### src/rtl/lea_gen.sv
module lea_gen #(
  parameter int XLEN = 64,
  parameter int RFW  = 5,
  parameter int IMMW = 16,
  parameter int DS_LOW = 2,
  parameter int DQ_LOW = 4
) (
  input  logic            clk,
  input  logic            rst,
  input  logic            in_valid,
  input  logic [1:0]      form,
  input  logic            upd,
  input  logic [RFW-1:0]  ra_num,
  input  logic [RFW-1:0]  rt_num,
  input  logic [XLEN-1:0] ra_val,
  input  logic [XLEN-1:0] rb_val,
  input  logic [IMMW-1:0] imm,
  output logic            out_valid,
  output logic [XLEN-1:0] ea,
  output logic            wb_en,
  output logic [XLEN-1:0] wb_val,
  output logic            bad_form
);
  localparam int EXTW = XLEN - IMMW;
  localparam logic [1:0] F_D = 2'd0, F_DS = 2'd1, F_DQ = 2'd2;

  logic [XLEN-1:0] base, offset, sum;
  logic            illegal;

  assign base = (!upd && ra_num == '0) ? '0 : ra_val;

  always_comb begin
    case (form)
      F_D:     offset = {{EXTW{imm[IMMW-1]}}, imm};
      F_DS:    offset = {{EXTW{imm[IMMW-1]}}, imm[IMMW-1:DS_LOW], {DS_LOW{1'b0}}};
      F_DQ:    offset = {{EXTW{imm[IMMW-1]}}, imm[IMMW-1:DQ_LOW], {DQ_LOW{1'b0}}};
      default: offset = rb_val;
    endcase
  end

  assign sum     = base + offset;
  assign illegal = upd && (ra_num == '0 || ra_num == rt_num);

  always_ff @(posedge clk) begin
    if (rst) begin
      out_valid <= 1'b0;
      ea        <= '0;
      wb_en     <= 1'b0;
      wb_val    <= '0;
      bad_form  <= 1'b0;
    end else begin
      out_valid <= in_valid;
      wb_en     <= in_valid && upd && !illegal;
      bad_form  <= in_valid && illegal;
      if (in_valid) begin
        ea     <= sum;
        wb_val <= sum;
      end
    end
  end

  assert_valid_follows_R2: assert property (@(posedge clk) disable iff (rst)
    in_valid |=> out_valid);
  assert_idle_quiet_R2: assert property (@(posedge clk) disable iff (rst)
    !out_valid |-> (!wb_en && !bad_form));
  assert_zero_base_R3: assert property (@(posedge clk) disable iff (rst)
    (in_valid && !upd && ra_num == '0 && form == 2'd3) |=> (ea == $past(rb_val)));
  assert_wb_only_update_R10: assert property (@(posedge clk) disable iff (rst)
    wb_en |-> $past(upd));
  assert_bad_blocks_wb_R11: assert property (@(posedge clk) disable iff (rst)
    bad_form |-> !wb_en);
  assert_no_update_no_flags_R12: assert property (@(posedge clk) disable iff (rst)
    (in_valid && !upd) |=> (!wb_en && !bad_form));
endmodule

### config.mk
export PLATFORM = sky130hd
export DESIGN_NAME = lea_gen
export DESIGN_NICKNAME = d
export VERILOG_FILES = /design/src/rtl/lea_gen.sv
export SDC_FILE = /design/constraint.sdc
export NUM_CORES = 1
export LEC_CHECK = 0
export BUFFER_PORTS_ARGS = -buffer_cell sky130_fd_sc_hd__buf_4
export CORE_MARGIN = 3
export CORE_UTILIZATION = 35
export DETAILED_ROUTE_END_ITERATION = 10
export PLACE_DENSITY = 0.71
export SYNTH_ARGS = -nofsm -noshare
export SYNTH_HDL_FRONTEND = slang
export SYNTH_SLANG_ARGS = --single-unit
### constraint.sdc
create_clock -name clk -period 5.3 [get_ports clk]
set_input_delay 1.59 -clock clk [delete_from_list [all_inputs] [get_ports clk]]
set_output_delay 1.59 -clock clk [all_outputs]
set_load 0.01 [all_outputs]
==> results_tabular.tex, run 1 <==
\begin{tabular}{lr}
\hline
Metric & Value \\
\hline
\multicolumn{2}{l}{\textbf{Yosys}} \\
\quad Area fraction of the dominant cell type after synthesis & 17.9\% \\
\quad Most common library cells after synthesis & sky130\_fd\_sc\_hd\_\_a21o\_1, sky130\_fd\_sc\_hd\_\_a21oi\_1, sky130\_fd\_sc\_hd\_\_nor2\_1, sky130\_fd\_sc\_hd\_\_nand2\_1, sky130\_fd\_sc\_hd\_\_nor2b\_1 \\
\quad Post-synth top flop & sky130\_fd\_sc\_hd\_\_dfxtp\_1 \\
\quad Post-synthesis instance area & 0.00748 sq mm \\
\quad Largest area contributor in the netlist & sky130\_fd\_sc\_hd\_\_dfxtp\_1 \\
\quad Total nets after synthesis & 1220 \\
\quad Cell with the most instances after synthesis & sky130\_fd\_sc\_hd\_\_a21o\_1 \\
\quad Synth area leaders & sky130\_fd\_sc\_hd\_\_dfxtp\_1, sky130\_fd\_sc\_hd\_\_ha\_1, sky130\_fd\_sc\_hd\_\_a21o\_1 \\
\quad Proportion of synthesized flip-flops having asynchronous set or reset & 0\% \\
\quad Register area share after synthesis & 17.9\% \\
\quad Count of flip-flops with a built-in enable after synthesis & 0 \\
\quad Mean cell area of the mapped netlist & 7.51 sq um \\
\quad Count of state elements after synthesis & 67 \\
\quad Count of synthesis-stage warnings from yosys & 0 \\
\quad Synth cell types & 64 \\
\quad Post-Syn Instances & 996 \\
\multicolumn{2}{l}{\textbf{STA}} \\
\quad Clock period minus final worst setup slack & 5190 ps \\
\quad Max Fclk & 0.193 GHz \\
\quad Final cycle utilization of the critical path & 97.9\% \\
\quad Max transition margin & 43.5\% \\
\quad Clock Skews & 0 ps \\
\quad Number of failing setup endpoints in the final timing report & 0 \\
\quad Final hold violation count & 0 \\
\quad Setup repair after global routing missed its margin & true \\
\quad Slew at the pin closest to its max-slew limit & 847 ps \\
\quad Worst hold margin & 503 ps \\
\quad Max-slew violation count & 0 \\
\multicolumn{2}{l}{\textbf{Floorplanning}} \\
\quad Effective utilization at floorplan & 36.3\% \\
\quad IO Pins & 291 \\
\quad Width of the die & 152 um \\
\quad Die ar. & 0.0232 sq mm \\
\quad Std-Cell Core Area & 0.0206 sq mm \\
\quad Standard-cell rows & 52 \\
\quad Die outline height & 152 um \\
\multicolumn{2}{l}{\textbf{Critical path}} \\
\quad Slowest stage delay, CP & 550 ps \\
\quad Slowest-stage cell, CP & sky130\_fd\_sc\_hd\_\_or4\_4 \\
\quad Largest fanout on the critical path & 12 \\
\quad Crit. End Element & flop \\
\quad Cell family with the largest share of critical-path delay & simple AND/OR/NAND/NOR gates \\
\quad Worst Path Buf+Inv & 3 \\
\quad Setup crit start kind & primary input \\
\quad Cell-by-cell trace of the critical path & buf\_4 > or4\_4 > nor3\_4 > buf\_12 > clkbuf\_16 > nor2b\_1 > ha\_1 > o21ai\_0 > o21ai\_1 > nand2\_1 > or3b\_1 > and3\_1 > o32ai\_2 > and4\_4 > a41oi\_1 > xor2\_1 > o22ai\_1 \\
\quad Arr. time, crit path & 5380 ps \\
\quad Endpoint required time on the critical path & 5490 ps \\
\quad WS Path Type & primary input to flop \\
\multicolumn{2}{l}{\textbf{Clocking}} \\
\quad Clk\_lat worst skew & 340 ps \\
\quad Maximum level of the CTS H-tree & 3 \\
\quad Clock tree from TritonCTS & yes \\
\quad Num Clock Sinks & 67 \\
\quad Number of buffers created by CTS & 9 \\
\quad Clock buffer depth & 2 \\
\quad Clock slew at reported path FFs & 60 ps \\
\quad Clk root buf & sky130\_fd\_sc\_hd\_\_clkbuf\_16 \\
\multicolumn{2}{l}{\textbf{Placed design}} \\
\quad Count of input and output buffers & 290 \\
\quad Cell Area, Placed & 0.0105 sq mm \\
\quad Number of instances in the placed design & 1596 \\
\quad RePlAce Congestion & 0.908 \\
\quad Placed wire-length estimate after detailed placement & 21700 um \\
\multicolumn{2}{l}{\textbf{Route}} \\
\quad Post-detailed-route DRC marker count & 0 \\
\quad Total wire length & 27400 um \\
\quad Avg Vias per Cell & 5.24 \\
\quad Remaining antenna violation count after routing & 0 \\
\quad First DRT Iteration DRCs & 533 \\
\quad First-pass iteration count of the detailed router & 5 \\
\quad Routed length per placed instance & 16.9 um \\
\quad Routed vias & 8474 \\
\multicolumn{2}{l}{\textbf{GRT}} \\
\quad Number of global-route vias before repair & 8404 \\
\quad Overflow after GRT & 0 \\
\quad Global-route total usage across every layer & 22.2\% \\
\quad Maximum number of pins on one net before global-route repair & 69 \\
\quad Wire length of the first global-routing pass & 42900 um \\
\quad Antenna violations before repair & 0 \\
\multicolumn{2}{l}{\textbf{Pwr}} \\
\quad Worst IR Drop VDD & 0.000160 V \\
\quad Standby leakage power & 5.65 nW \\
\quad Cell Pwr Density & 238 mW/mm\^{}2 \\
\multicolumn{2}{l}{\textbf{Outcome}} \\
\quad Result of the run & finished, final reports clean \\
\multicolumn{2}{l}{\textbf{Final layout}} \\
\quad Fraction of final layout cells with drive strength greater than 1 & 37.6\% \\
\quad Growth of design area from synthesis to finish & 46.6\% \\
\quad Post-route cell area & 0.0110 sq mm \\
\quad Final net count & 1566 \\
\quad Number of inserted diodes & 0 \\
\quad Fin cells & 1617 \\
\multicolumn{2}{l}{\textbf{Run}} \\
\quad Max-Cap Viols & 0 \\
\multicolumn{2}{l}{\textbf{Hold path}} \\
\quad Min-delay worst type & flop to flop \\
\hline
\end{tabular}
[flip-flops by register name, indices dropped and copies added (netlist names)]
name and count:
out_valid 1, wb_val 64, wb_en 1, bad_form 1
[power breakdown]
group	leakage (nW)	internal (mW)	switching [mW]
Sequential	0.553	0.571	0.0693
Combinational	4.95	0.713	0.672
Clock	0.141	0.339	0.248
[cells by family after synthesis]
kind of cell | Yosys count | share of synthesized area [%]
flops | 67 | 17.9
xor+xnor | 53 | 6.21
simple gates | 334 | 22.3
mux | 44 | 6.07
fa+ha+maj | 64 | 10.8
compound gates | 300 | 26.6
buf+inv | 134 | 10.0
[repair_timing]
item                       CTS  global route
hold buffers                 0             0
buffers inserted             0             4
setup endpoints to repair    0            19
resized for setup            0            16
[worst paths after layout]
| check | from | end | slack [ps] | cells after the start |
|---|---|---|---|---|
| worst max register to register | wb_val[57] | wb_val[57] | 4430 | 2 |
| worst max-delay path | ra_num[1] | wb_val[36] | 110 | 17 |
| worst min register to register | wb_val[58] | wb_val[58] | 500 | 2 |
| worst min-delay path | wb_val[58] | wb_val[58] | 500 | 2 |
[layer usage]
layer  global-route usage, %  routed length (um)  vias up
met5                       0                   0        -
met4                    5.74                 432        0
met3                    3.46                1420       26
met2                    38.3               13000      310
met1                    28.9               12500     3931
li1                        -                   -     4207
[final cells by class]
class	instances	area, sq um
fill	1998	9660
inverter	15	56.3
sequential	67	1340
clock buffer	11	253
clock inverter	5	27.5
tap	270	338
multi-input combinational	795	5490
timing repair buffer	454	3460
[cell usage in the layout (no fill, tap or decap), types with 3 or more instances in the layout]
cell type,count
sky130_fd_sc_hd__nor3_1,20
sky130_fd_sc_hd__o22ai_1,7
sky130_fd_sc_hd__or4_1,4
sky130_fd_sc_hd__buf_12,3
sky130_fd_sc_hd__clkinv_2,4
sky130_fd_sc_hd__clkbuf_16,10
sky130_fd_sc_hd__a31o_2,5
sky130_fd_sc_hd__a211oi_1,8
sky130_fd_sc_hd__mux2i_1,33
sky130_fd_sc_hd__xnor2_1,31
sky130_fd_sc_hd__nor2b_1,71
sky130_fd_sc_hd__o21ai_0,34
sky130_fd_sc_hd__and2_1,3
sky130_fd_sc_hd__a31oi_1,8
sky130_fd_sc_hd__buf_4,450
sky130_fd_sc_hd__o31ai_1,5
sky130_fd_sc_hd__o21bai_1,9
sky130_fd_sc_hd__and3_1,13
sky130_fd_sc_hd__nand2b_1,5
sky130_fd_sc_hd__nor4_1,5
sky130_fd_sc_hd__a21oi_1,80
sky130_fd_sc_hd__inv_1,14
sky130_fd_sc_hd__a41oi_1,4
sky130_fd_sc_hd__dfxtp_1,67
sky130_fd_sc_hd__o21ai_1,5
sky130_fd_sc_hd__o211ai_1,7
sky130_fd_sc_hd__nand3_1,12
sky130_fd_sc_hd__o221ai_1,3
sky130_fd_sc_hd__nor2_1,82
sky130_fd_sc_hd__a21o_1,88
sky130_fd_sc_hd__nand2_1,77
sky130_fd_sc_hd__nand4_1,23
sky130_fd_sc_hd__xor2_1,22
sky130_fd_sc_hd__ha_1,63
sky130_fd_sc_hd__or3_1,6
sky130_fd_sc_hd__o21a_1,6
sky130_fd_sc_hd__mux2_2,11
[tightest hold or removal path: cells and delay by family, from the launching register on]
family	cells	cell delay, ps
DFF	1	330
and+or+nand+nor	1	50
AOI/OAI and AO/OA	1	70
[per-stage QoR]
stage / setup TNS, ps / power, mW / setup slack (ps) / util, %
floorplan: 0 / 1.42 / 7.43 / -
global placement: -1500 / 2.00 / -198 / 51.1
detailed placement: -2750 / 2.00 / -288 / 51.1
CTS: 0 / 2.61 / 71.3 / 52.5
global route: -175 / 2.77 / -82.5 / 53.2
finish: 0 / 2.61 / 109 / 53.2
No activity file was read; power rests on OpenSTA's default activity.
==> inputs of run 2 (changes only) <==
--- a/config.mk
+++ b/config.mk
@@ -6,6 +6,7 @@
 export NUM_CORES = 1
 export LEC_CHECK = 0
 export BUFFER_PORTS_ARGS = -buffer_cell sky130_fd_sc_hd__buf_4
+export CORE_ASPECT_RATIO = 1.4
 export CORE_MARGIN = 3
 export CORE_UTILIZATION = 35
 export DETAILED_ROUTE_END_ITERATION = 10
==> run 2 against run 1 <==
Against the previous run: largest power group unchanged; clock-buffer cell count fell by 1; cell count fell by 1.6%; largest cell class unchanged; non-clock buffer count fell by 12; critical endpoint is now wb_val[49].
==> results_tabular.tex, run 2 (synthesized netlist as in run 1, its figures left out) <==
\begin{tabular}{lr}
\hline
Metric & Value \\
\hline
\multicolumn{2}{l}{\textbf{Placed design}} \\
\quad Pre-CTS setup slack & -461 ps \\
\quad Count of input and output buffers & 290 \\
\quad Number of instances in the placed design & 1570 \\
\quad RePlAce Congestion & 0.908 \\
\quad Cell Area, Placed & 0.0104 sq mm \\
\quad Placed wire-length estimate after detailed placement & 22500 um \\
\multicolumn{2}{l}{\textbf{STA}} \\
\quad Max Fclk & 0.194 GHz \\
\quad Final hold violation count & 0 \\
\quad Setup repair after global routing missed its margin & false \\
\quad Final setup TNS & 0 ps \\
\quad Clock Skews & 0 ps \\
\quad Max-slew violation count & 0 \\
\quad Final cycle utilization of the critical path & 97.2\% \\
\quad PnR worst setup slack & 149 ps \\
\quad Clock period minus final worst setup slack & 5150 ps \\
\quad Max transition margin & 26.4\% \\
\quad Slew at the pin closest to its max-slew limit & 1100 ps \\
\quad Number of failing setup endpoints in the final timing report & 0 \\
\multicolumn{2}{l}{\textbf{Route}} \\
\quad Routed metal-1 wirelength & 11200 um \\
\quad Total wire length & 28200 um \\
\quad Wire length on met3 & 1150 um \\
\quad Avg Vias per Cell & 5.39 \\
\quad First-pass iteration count of the detailed router & 5 \\
\quad Remaining antenna violation count after routing & 0 \\
\quad Routed wl met2 & 14700 um \\
\quad Routed length per placed instance & 17.7 um \\
\quad Routed vias & 8580 \\
\quad Post-detailed-route DRC marker count & 0 \\
\quad Highest signal layer in the routed design & met4 \\
\quad First DRT Iteration DRCs & 415 \\
\multicolumn{2}{l}{\textbf{Final layout}} \\
\quad Post-route cell area & 0.0109 sq mm \\
\quad Number of flip-flops under the largest register name & 64 \\
\quad Leading cell types in the layout, fill and taps excluded & sky130\_fd\_sc\_hd\_\_buf\_4, sky130\_fd\_sc\_hd\_\_a21o\_1, sky130\_fd\_sc\_hd\_\_nor2\_1, sky130\_fd\_sc\_hd\_\_a21oi\_1, sky130\_fd\_sc\_hd\_\_nand2\_1 \\
\quad Fin cells & 1591 \\
\quad Largest reg by FF count & wb\_val \\
\quad Number of inserted diodes & 0 \\
\quad Fraction of final layout cells with drive strength greater than 1 & 37.4\% \\
\quad Commonest non-fill, non-tap cell in the layout & sky130\_fd\_sc\_hd\_\_buf\_4 \\
\quad Growth of design area from synthesis to finish & 45.9\% \\
\quad Final net count & 1554 \\
\multicolumn{2}{l}{\textbf{Critical path}} \\
\quad Setup crit start kind & primary input \\
\quad Endpoint required time on the critical path & 5540 ps \\
\quad Crit. End Element & flop \\
\quad Largest fanout on the critical path & 15 \\
\quad WS Path Type & primary input to flop \\
\quad Arr. time, crit path & 5390 ps \\
\multicolumn{2}{l}{\textbf{GRT}} \\
\quad Wire length of the first global-routing pass & 42500 um \\
\quad Antenna violations before repair & 0 \\
\quad Number of global-route vias before repair & 8293 \\
\quad Maximum number of pins on one net before global-route repair & 69 \\
\quad Overflow after GRT & 0 \\
\quad Global-route total usage across every layer & 23.1\% \\
\multicolumn{2}{l}{\textbf{Hold path}} \\
\quad Min-delay worst type & flop to flop \\
\multicolumn{2}{l}{\textbf{Run}} \\
\quad Max-Cap Viols & 0 \\
\multicolumn{2}{l}{\textbf{Floorplanning}} \\
\quad Die outline height & 179 um \\
\quad Die ar. & 0.0232 sq mm \\
\quad Width of the die & 130 um \\
\quad Std-Cell Core Area & 0.0208 sq mm \\
\quad IO Pins & 291 \\
\quad Standard-cell rows & 62 \\
\quad Effective utilization at floorplan & 36.0\% \\
\multicolumn{2}{l}{\textbf{Outcome}} \\
\quad Result of the run & finished, final reports clean \\
\multicolumn{2}{l}{\textbf{Clocking}} \\
\quad Clock tree from TritonCTS & yes \\
\quad Clock slew at reported path FFs & 60 ps \\
\quad Number of buffers created by CTS & 9 \\
\quad Clk root buf & sky130\_fd\_sc\_hd\_\_clkbuf\_16 \\
\quad Num Clock Sinks & 67 \\
\quad Clock buffer depth & 2 \\
\quad Clk\_lat worst skew & 340 ps \\
\quad Maximum level of the CTS H-tree & 3 \\
\multicolumn{2}{l}{\textbf{Pwr}} \\
\quad Total Power & 2.66 mW \\
\quad Cell Pwr Density & 244 mW/mm\^{}2 \\
\quad Standby leakage power & 5.59 nW \\
\quad Worst IR Drop VDD & 0.000157 V \\
\hline
\end{tabular}
run 2: cell type report:
type                    count  area, sq um
clock inverters             6         65.1
clock buffers              10          239
inverters                  15         56.3
repair buffers            442         3390
well taps                 256          320
fillers                  2058         9880
flip-flops and latches     67         1340
multi-input cells         795         5500
run 2: final timing paths:
path,from,end,slack (ps),depth (start not counted)
worst max register to register,wb_val[49],wb_val[49],4380,2
worst max-delay path,ra_num[1],wb_val[49],150,18
worst min-delay path,wb_val[61],wb_val[61],480,2
worst min register to register,wb_val[61],wb_val[61],480,2
run 2: timing repair:
| item | CTS | global route |
|---|---|---|
| setup buffers | 0 | 4 |
| pin swaps | 0 | 7 |
| gates resized for setup | 2 | 18 |
| setup endpoints to repair | 1 | 25 |
| gates cloned | 0 | 1 |
| hold buffers | 0 | 0 |
run 2: per-layer routing:
metal / global-route usage (%) / up-vias
met5: 0 / -
met4: 11.1 / 0
met3: 1.52 / 67
met2: 42.7 / 301
met1: 26.6 / 4005
li1: - / 4207
run 2: worst max-delay path: stages:
cell and delay, ps:
sky130_fd_sc_hd__buf_4 120, sky130_fd_sc_hd__or4_4 550, sky130_fd_sc_hd__nor3_4 230, sky130_fd_sc_hd__buf_12 160, sky130_fd_sc_hd__buf_12 140, sky130_fd_sc_hd__nor2b_1 60
sky130_fd_sc_hd__ha_1 310, sky130_fd_sc_hd__buf_4 170, sky130_fd_sc_hd__a21oi_1 130, sky130_fd_sc_hd__o21ai_1 100, sky130_fd_sc_hd__a221o_1 380, sky130_fd_sc_hd__a211oi_2 250
sky130_fd_sc_hd__and3_1 200, sky130_fd_sc_hd__a21bo_2 150, sky130_fd_sc_hd__o21ai_1 110, sky130_fd_sc_hd__a221oi_2 370, sky130_fd_sc_hd__nor4_1 80, sky130_fd_sc_hd__a211o_1 260
run 2: metrics by stage:
step           util, %  hold slack [ps]
2_1_floorplan        -              495
3_3_place_gp      50.2              467
3_5_place_dp      50.2              482
4_1_cts           51.7              490
5_1_grt           52.5              513
6_report          52.5              483
run 2: power by group:
group | total (mW) | internal, mW | switching [mW]
Clock | 0.638 | 0.377 | 0.261
Combinational | 1.38 | 0.709 | 0.674
Sequential | 0.641 | 0.571 | 0.0704
==> inputs of run 3 (changes only) <==
--- a/config.mk
+++ b/config.mk
@@ -5,12 +5,13 @@
 export SDC_FILE = /design/constraint.sdc
 export NUM_CORES = 1
 export LEC_CHECK = 0
+export ABC_AREA = 1
 export BUFFER_PORTS_ARGS = -buffer_cell sky130_fd_sc_hd__buf_4
 export CORE_ASPECT_RATIO = 1.4
 export CORE_MARGIN = 3
 export CORE_UTILIZATION = 35
 export DETAILED_ROUTE_END_ITERATION = 10
-export PLACE_DENSITY = 0.71
+export PLACE_DENSITY = 0.68
 export SYNTH_ARGS = -nofsm -noshare
 export SYNTH_HDL_FRONTEND = slang
 export SYNTH_SLANG_ARGS = --single-unit
==> run 3 against run 2 <==
Against the previous run: critical endpoint is now wb_val[21]; routed wire length up 38%; critical path type unchanged; sequential share of layout area down 1.4 points; largest power group unchanged; die area up 32%; first-iteration DRC count up 2.9%; synthesized cell count up 95%; largest cell class unchanged.
==> results_tabular.tex, run 3 <==
\begin{tabular}{lr}
\hline
Metric & Value \\
\hline
\multicolumn{2}{l}{\textbf{Outcome}} \\
\quad Result of the run & finished, final reports clean \\
\multicolumn{2}{l}{\textbf{Yosys}} \\
\quad Synth cell types & 34 \\
\quad Mean cell area of the mapped netlist & 5.12 sq um \\
\quad Count of state elements after synthesis & 67 \\
\quad Post-Syn Instances & 1942 \\
\quad Proportion of synthesized flip-flops having asynchronous set or reset & 0\% \\
\quad Synth area leaders & sky130\_fd\_sc\_hd\_\_nand2\_1, sky130\_fd\_sc\_hd\_\_inv\_1, sky130\_fd\_sc\_hd\_\_dfxtp\_1 \\
\quad Post-synthesis instance area & 0.00995 sq mm \\
\quad Register area share after synthesis & 13.5\% \\
\quad Cell with the most instances after synthesis & sky130\_fd\_sc\_hd\_\_nand2\_1 \\
\quad Total nets after synthesis & 2166 \\
\quad Area fraction of the dominant cell type after synthesis & 23.1\% \\
\quad Count of synthesis-stage warnings from yosys & 0 \\
\quad Most common library cells after synthesis & sky130\_fd\_sc\_hd\_\_nand2\_1, sky130\_fd\_sc\_hd\_\_inv\_1, sky130\_fd\_sc\_hd\_\_nor2\_1, sky130\_fd\_sc\_hd\_\_o21ai\_0, sky130\_fd\_sc\_hd\_\_nand3\_1 \\
\quad Post-synth top flop & sky130\_fd\_sc\_hd\_\_dfxtp\_1 \\
\quad Count of flip-flops with a built-in enable after synthesis & 0 \\
\quad Largest area contributor in the netlist & sky130\_fd\_sc\_hd\_\_nand2\_1 \\
\multicolumn{2}{l}{\textbf{Floorplanning}} \\
\quad Width of the die & 149 um \\
\quad Standard-cell rows & 72 \\
\quad Die outline height & 206 um \\
\quad Std-Cell Core Area & 0.0278 sq mm \\
\quad Effective utilization at floorplan & 35.8\% \\
\quad Die ar. & 0.0305 sq mm \\
\quad IO Pins & 291 \\
\multicolumn{2}{l}{\textbf{GRT}} \\
\quad Global-route total usage across every layer & 24.9\% \\
\quad Antenna violations before repair & 0 \\
\quad Overflow after GRT & 0 \\
\quad Met2 Usage GRT & 51.8\% \\
\quad Number of global-route vias before repair & 11.3k \\
\quad Wire length of the first global-routing pass & 58500 um \\
\quad Maximum number of pins on one net before global-route repair & 53 \\
\quad GR Util met3 & 2.38\% \\
\quad Most used routing layer in global routing & met2 \\
\quad Met1 track demand over resource & 22.1\% \\
\multicolumn{2}{l}{\textbf{Final layout}} \\
\quad Number of flip-flops under the largest register name & 64 \\
\quad Commonest non-fill, non-tap cell in the layout & sky130\_fd\_sc\_hd\_\_nand2\_1 \\
\quad Number of inserted diodes & 0 \\
\quad Share of the core filled with cells in the final layout & 44.4\% \\
\quad Number of fill cells in the layout & 3194 \\
\quad Largest reg by FF count & wb\_val \\
\quad Growth of design area from synthesis to finish & 24.2\% \\
\quad Final net count & 2374 \\
\quad Leading cell types in the layout, fill and taps excluded & sky130\_fd\_sc\_hd\_\_nand2\_1, sky130\_fd\_sc\_hd\_\_inv\_1, sky130\_fd\_sc\_hd\_\_buf\_4, sky130\_fd\_sc\_hd\_\_nor2\_1, sky130\_fd\_sc\_hd\_\_o21ai\_0 \\
\quad Fraction of final layout cells with drive strength greater than 1 & 17.3\% \\
\multicolumn{2}{l}{\textbf{Critical path}} \\
\quad First element of the critical path & ra\_num[0] \\
\quad Largest fanout on the critical path & 48 \\
\quad Reg-to-Reg Start & wb\_val[22] \\
\quad WS Path Type & primary input to flop \\
\quad Slowest stage delay, CP & 520 ps \\
\quad Endpoint required time on the critical path & 5540 ps \\
\quad Arr. time, crit path & 4660 ps \\
\quad Crit. End Element & flop \\
\quad Worst Path Buf+Inv & 6 \\
\quad Cell family with the largest share of critical-path delay & simple AND/OR/NAND/NOR gates \\
\quad Slowest-stage cell, CP & sky130\_fd\_sc\_hd\_\_xnor2\_1 \\
\quad Cell-by-cell trace of the critical path & buf\_4 > nor3\_1 > nand2\_1 > nor2\_4 > buf\_12 > nor2\_1 > ha\_1 > buf\_4 > nand2\_1 > inv\_1 > nand2\_1 > nand2\_1 > nand2\_1 > nand2\_1 > inv\_1 > nand3\_2 > xnor2\_1 > nand2\_1 > o211ai\_1 > inv\_2 \\
\quad Most frequent cell on the critical path & sky130\_fd\_sc\_hd\_\_nand2\_1 \\
\quad Setup crit start kind & primary input \\
\multicolumn{2}{l}{\textbf{Clocking}} \\
\quad Total of hold buffers inserted after clock tree synthesis & 0 \\
\quad Num Clock Sinks & 67 \\
\quad Setup fix buffers added after clock tree synthesis & 0 \\
\quad Clk root buf & sky130\_fd\_sc\_hd\_\_clkbuf\_16 \\
\quad Clock buffer depth & 2 \\
\quad Clock tree from TritonCTS & yes \\
\quad Clock slew at reported path FFs & 80 ps \\
\quad Clk\_lat worst skew & 340 ps \\
\quad Maximum level of the CTS H-tree & 3 \\
\quad Number of buffers created by CTS & 9 \\
\quad Number of gates resized after cts & 0 \\
\multicolumn{2}{l}{\textbf{STA}} \\
\quad Slew at the pin closest to its max-slew limit & 758 ps \\
\quad Max Fclk & 0.226 GHz \\
\quad Final hold violation count & 0 \\
\quad Final setup TNS & 0 ps \\
\quad Final cycle utilization of the critical path & 83.3\% \\
\quad PnR worst setup slack & 883 ps \\
\quad Max-slew violation count & 0 \\
\quad Number of failing setup endpoints in the final timing report & 0 \\
\quad Setup repair after global routing missed its margin & false \\
\quad Max transition margin & 49.1\% \\
\quad Clock period minus final worst setup slack & 4420 ps \\
\quad Worst hold margin & 518 ps \\
\quad Clock Skews & 0 ps \\
\multicolumn{2}{l}{\textbf{Pwr}} \\
\quad Share of power burned in registers & 22.8\% \\
\quad Standby leakage power & 7.89 nW \\
\quad Cell-internal power & 1.47 mW \\
\quad Clock network power share & 24.6\% \\
\quad Combinational cell fraction of total power & 52.5\% \\
\quad Cell Pwr Density & 218 mW/mm\^{}2 \\
\quad Switching share of total power & 45.3\% \\
\quad Total Power & 2.70 mW \\
\quad Switching power summed over all nets & 1.22 mW \\
\quad Worst IR Drop VDD & 0.000141 V \\
\multicolumn{2}{l}{\textbf{Route}} \\
\quad Routed length per placed instance & 15.4 um \\
\quad Routed vias & 11.5k \\
\quad First DRT Iteration DRCs & 427 \\
\quad Post-detailed-route DRC marker count & 0 \\
\quad Remaining antenna violation count after routing & 0 \\
\quad First-pass iteration count of the detailed router & 5 \\
\quad Total wire length & 38900 um \\
\quad Avg Vias per Cell & 4.55 \\
\multicolumn{2}{l}{\textbf{Placed design}} \\
\quad Placed wire-length estimate after detailed placement & 33700 um \\
\quad RePlAce Congestion & 0.946 \\
\quad Pre-CTS setup slack & 464 ps \\
\quad Count of input and output buffers & 290 \\
\multicolumn{2}{l}{\textbf{Run}} \\
\quad Max-Cap Viols & 0 \\
\multicolumn{2}{l}{\textbf{Hold path}} \\
\quad Origin of the worst min-delay path & wb\_val[13] \\
\quad Min-delay worst type & flop to flop \\
\hline
\end{tabular}
[run 3: area by class of cell]
type / count / area, sq um / area share (%)
clock buffers: 9 / 225 / 1.82
flip-flops and latches: 67 / 1340 / 10.9
repair buffers: 298 / 2250 / 18.2
clock inverters: 7 / 83.8 / 0.678
inverters: 491 / 1840 / 14.9
well taps: 370 / 463 / 3.75
multi-input cells: 1283 / 6150 / 49.8
[run 3: cell families (layout without fill, tap and decap cells)]
| group | Yosys count | in the layout | synth area share (%) |
|---|---|---|---|
| compound gates | 152 | 152 | 7.85 |
| buf+inv | 592 | 805 | 24.8 |
| simple gates | 1022 | 1022 | 41.6 |
| mux | 11 | 11 | 1.24 |
| xor+xnor | 34 | 34 | 2.99 |
| flops | 67 | 67 | 13.5 |
| fa+ha+maj | 64 | 64 | 8.12 |
[run 3: metal layers]
| metal | wire length, um | vias to the layer above |
|---|---|---|
| met5 | 0 | - |
| met4 | 2890 | 0 |
| met3 | 1400 | 100 |
| met2 | 21900 | 282 |
| met1 | 12800 | 5049 |
| li1 | - | 6056 |
[run 3: final timing paths]
kind                      to  slack, ps  cells after the start
hold / removal    wb_val[13]        520                      2
hold reg to reg   wb_val[13]        520                      2
setup / recovery  wb_val[21]        880                     20
setup reg to reg  wb_val[22]       4460                      4
[run 3: through the flow]
stage / cells / cell area, sq um
after floorplan: 1942 / 9950
after global placement: 2509 / 12100
after detailed placement: 2509 / 12100
after CTS: 2525 / 12400
after global routing: 2525 / 12400
final: 2525 / 12400
[run 3: power by group through the flow]
stage               combinational (mW)  sequential, mW  clock (mW)
global placement                  1.41           0.627           0
detailed placement                1.42           0.628           0
global route                      1.58           0.622       0.693
CTS                               1.43           0.618       0.678
finish                            1.42           0.615       0.664
floorplan                        0.874           0.632           0
[run 3: worst register-to-register path, cell delays in order (launching register included)]
cell and delay, ps:
sky130_fd_sc_hd__dfxtp_1 480, sky130_fd_sc_hd__nor2_1 70, sky130_fd_sc_hd__nor2_1 100, sky130_fd_sc_hd__o21ai_0 80, sky130_fd_sc_hd__inv_1 60
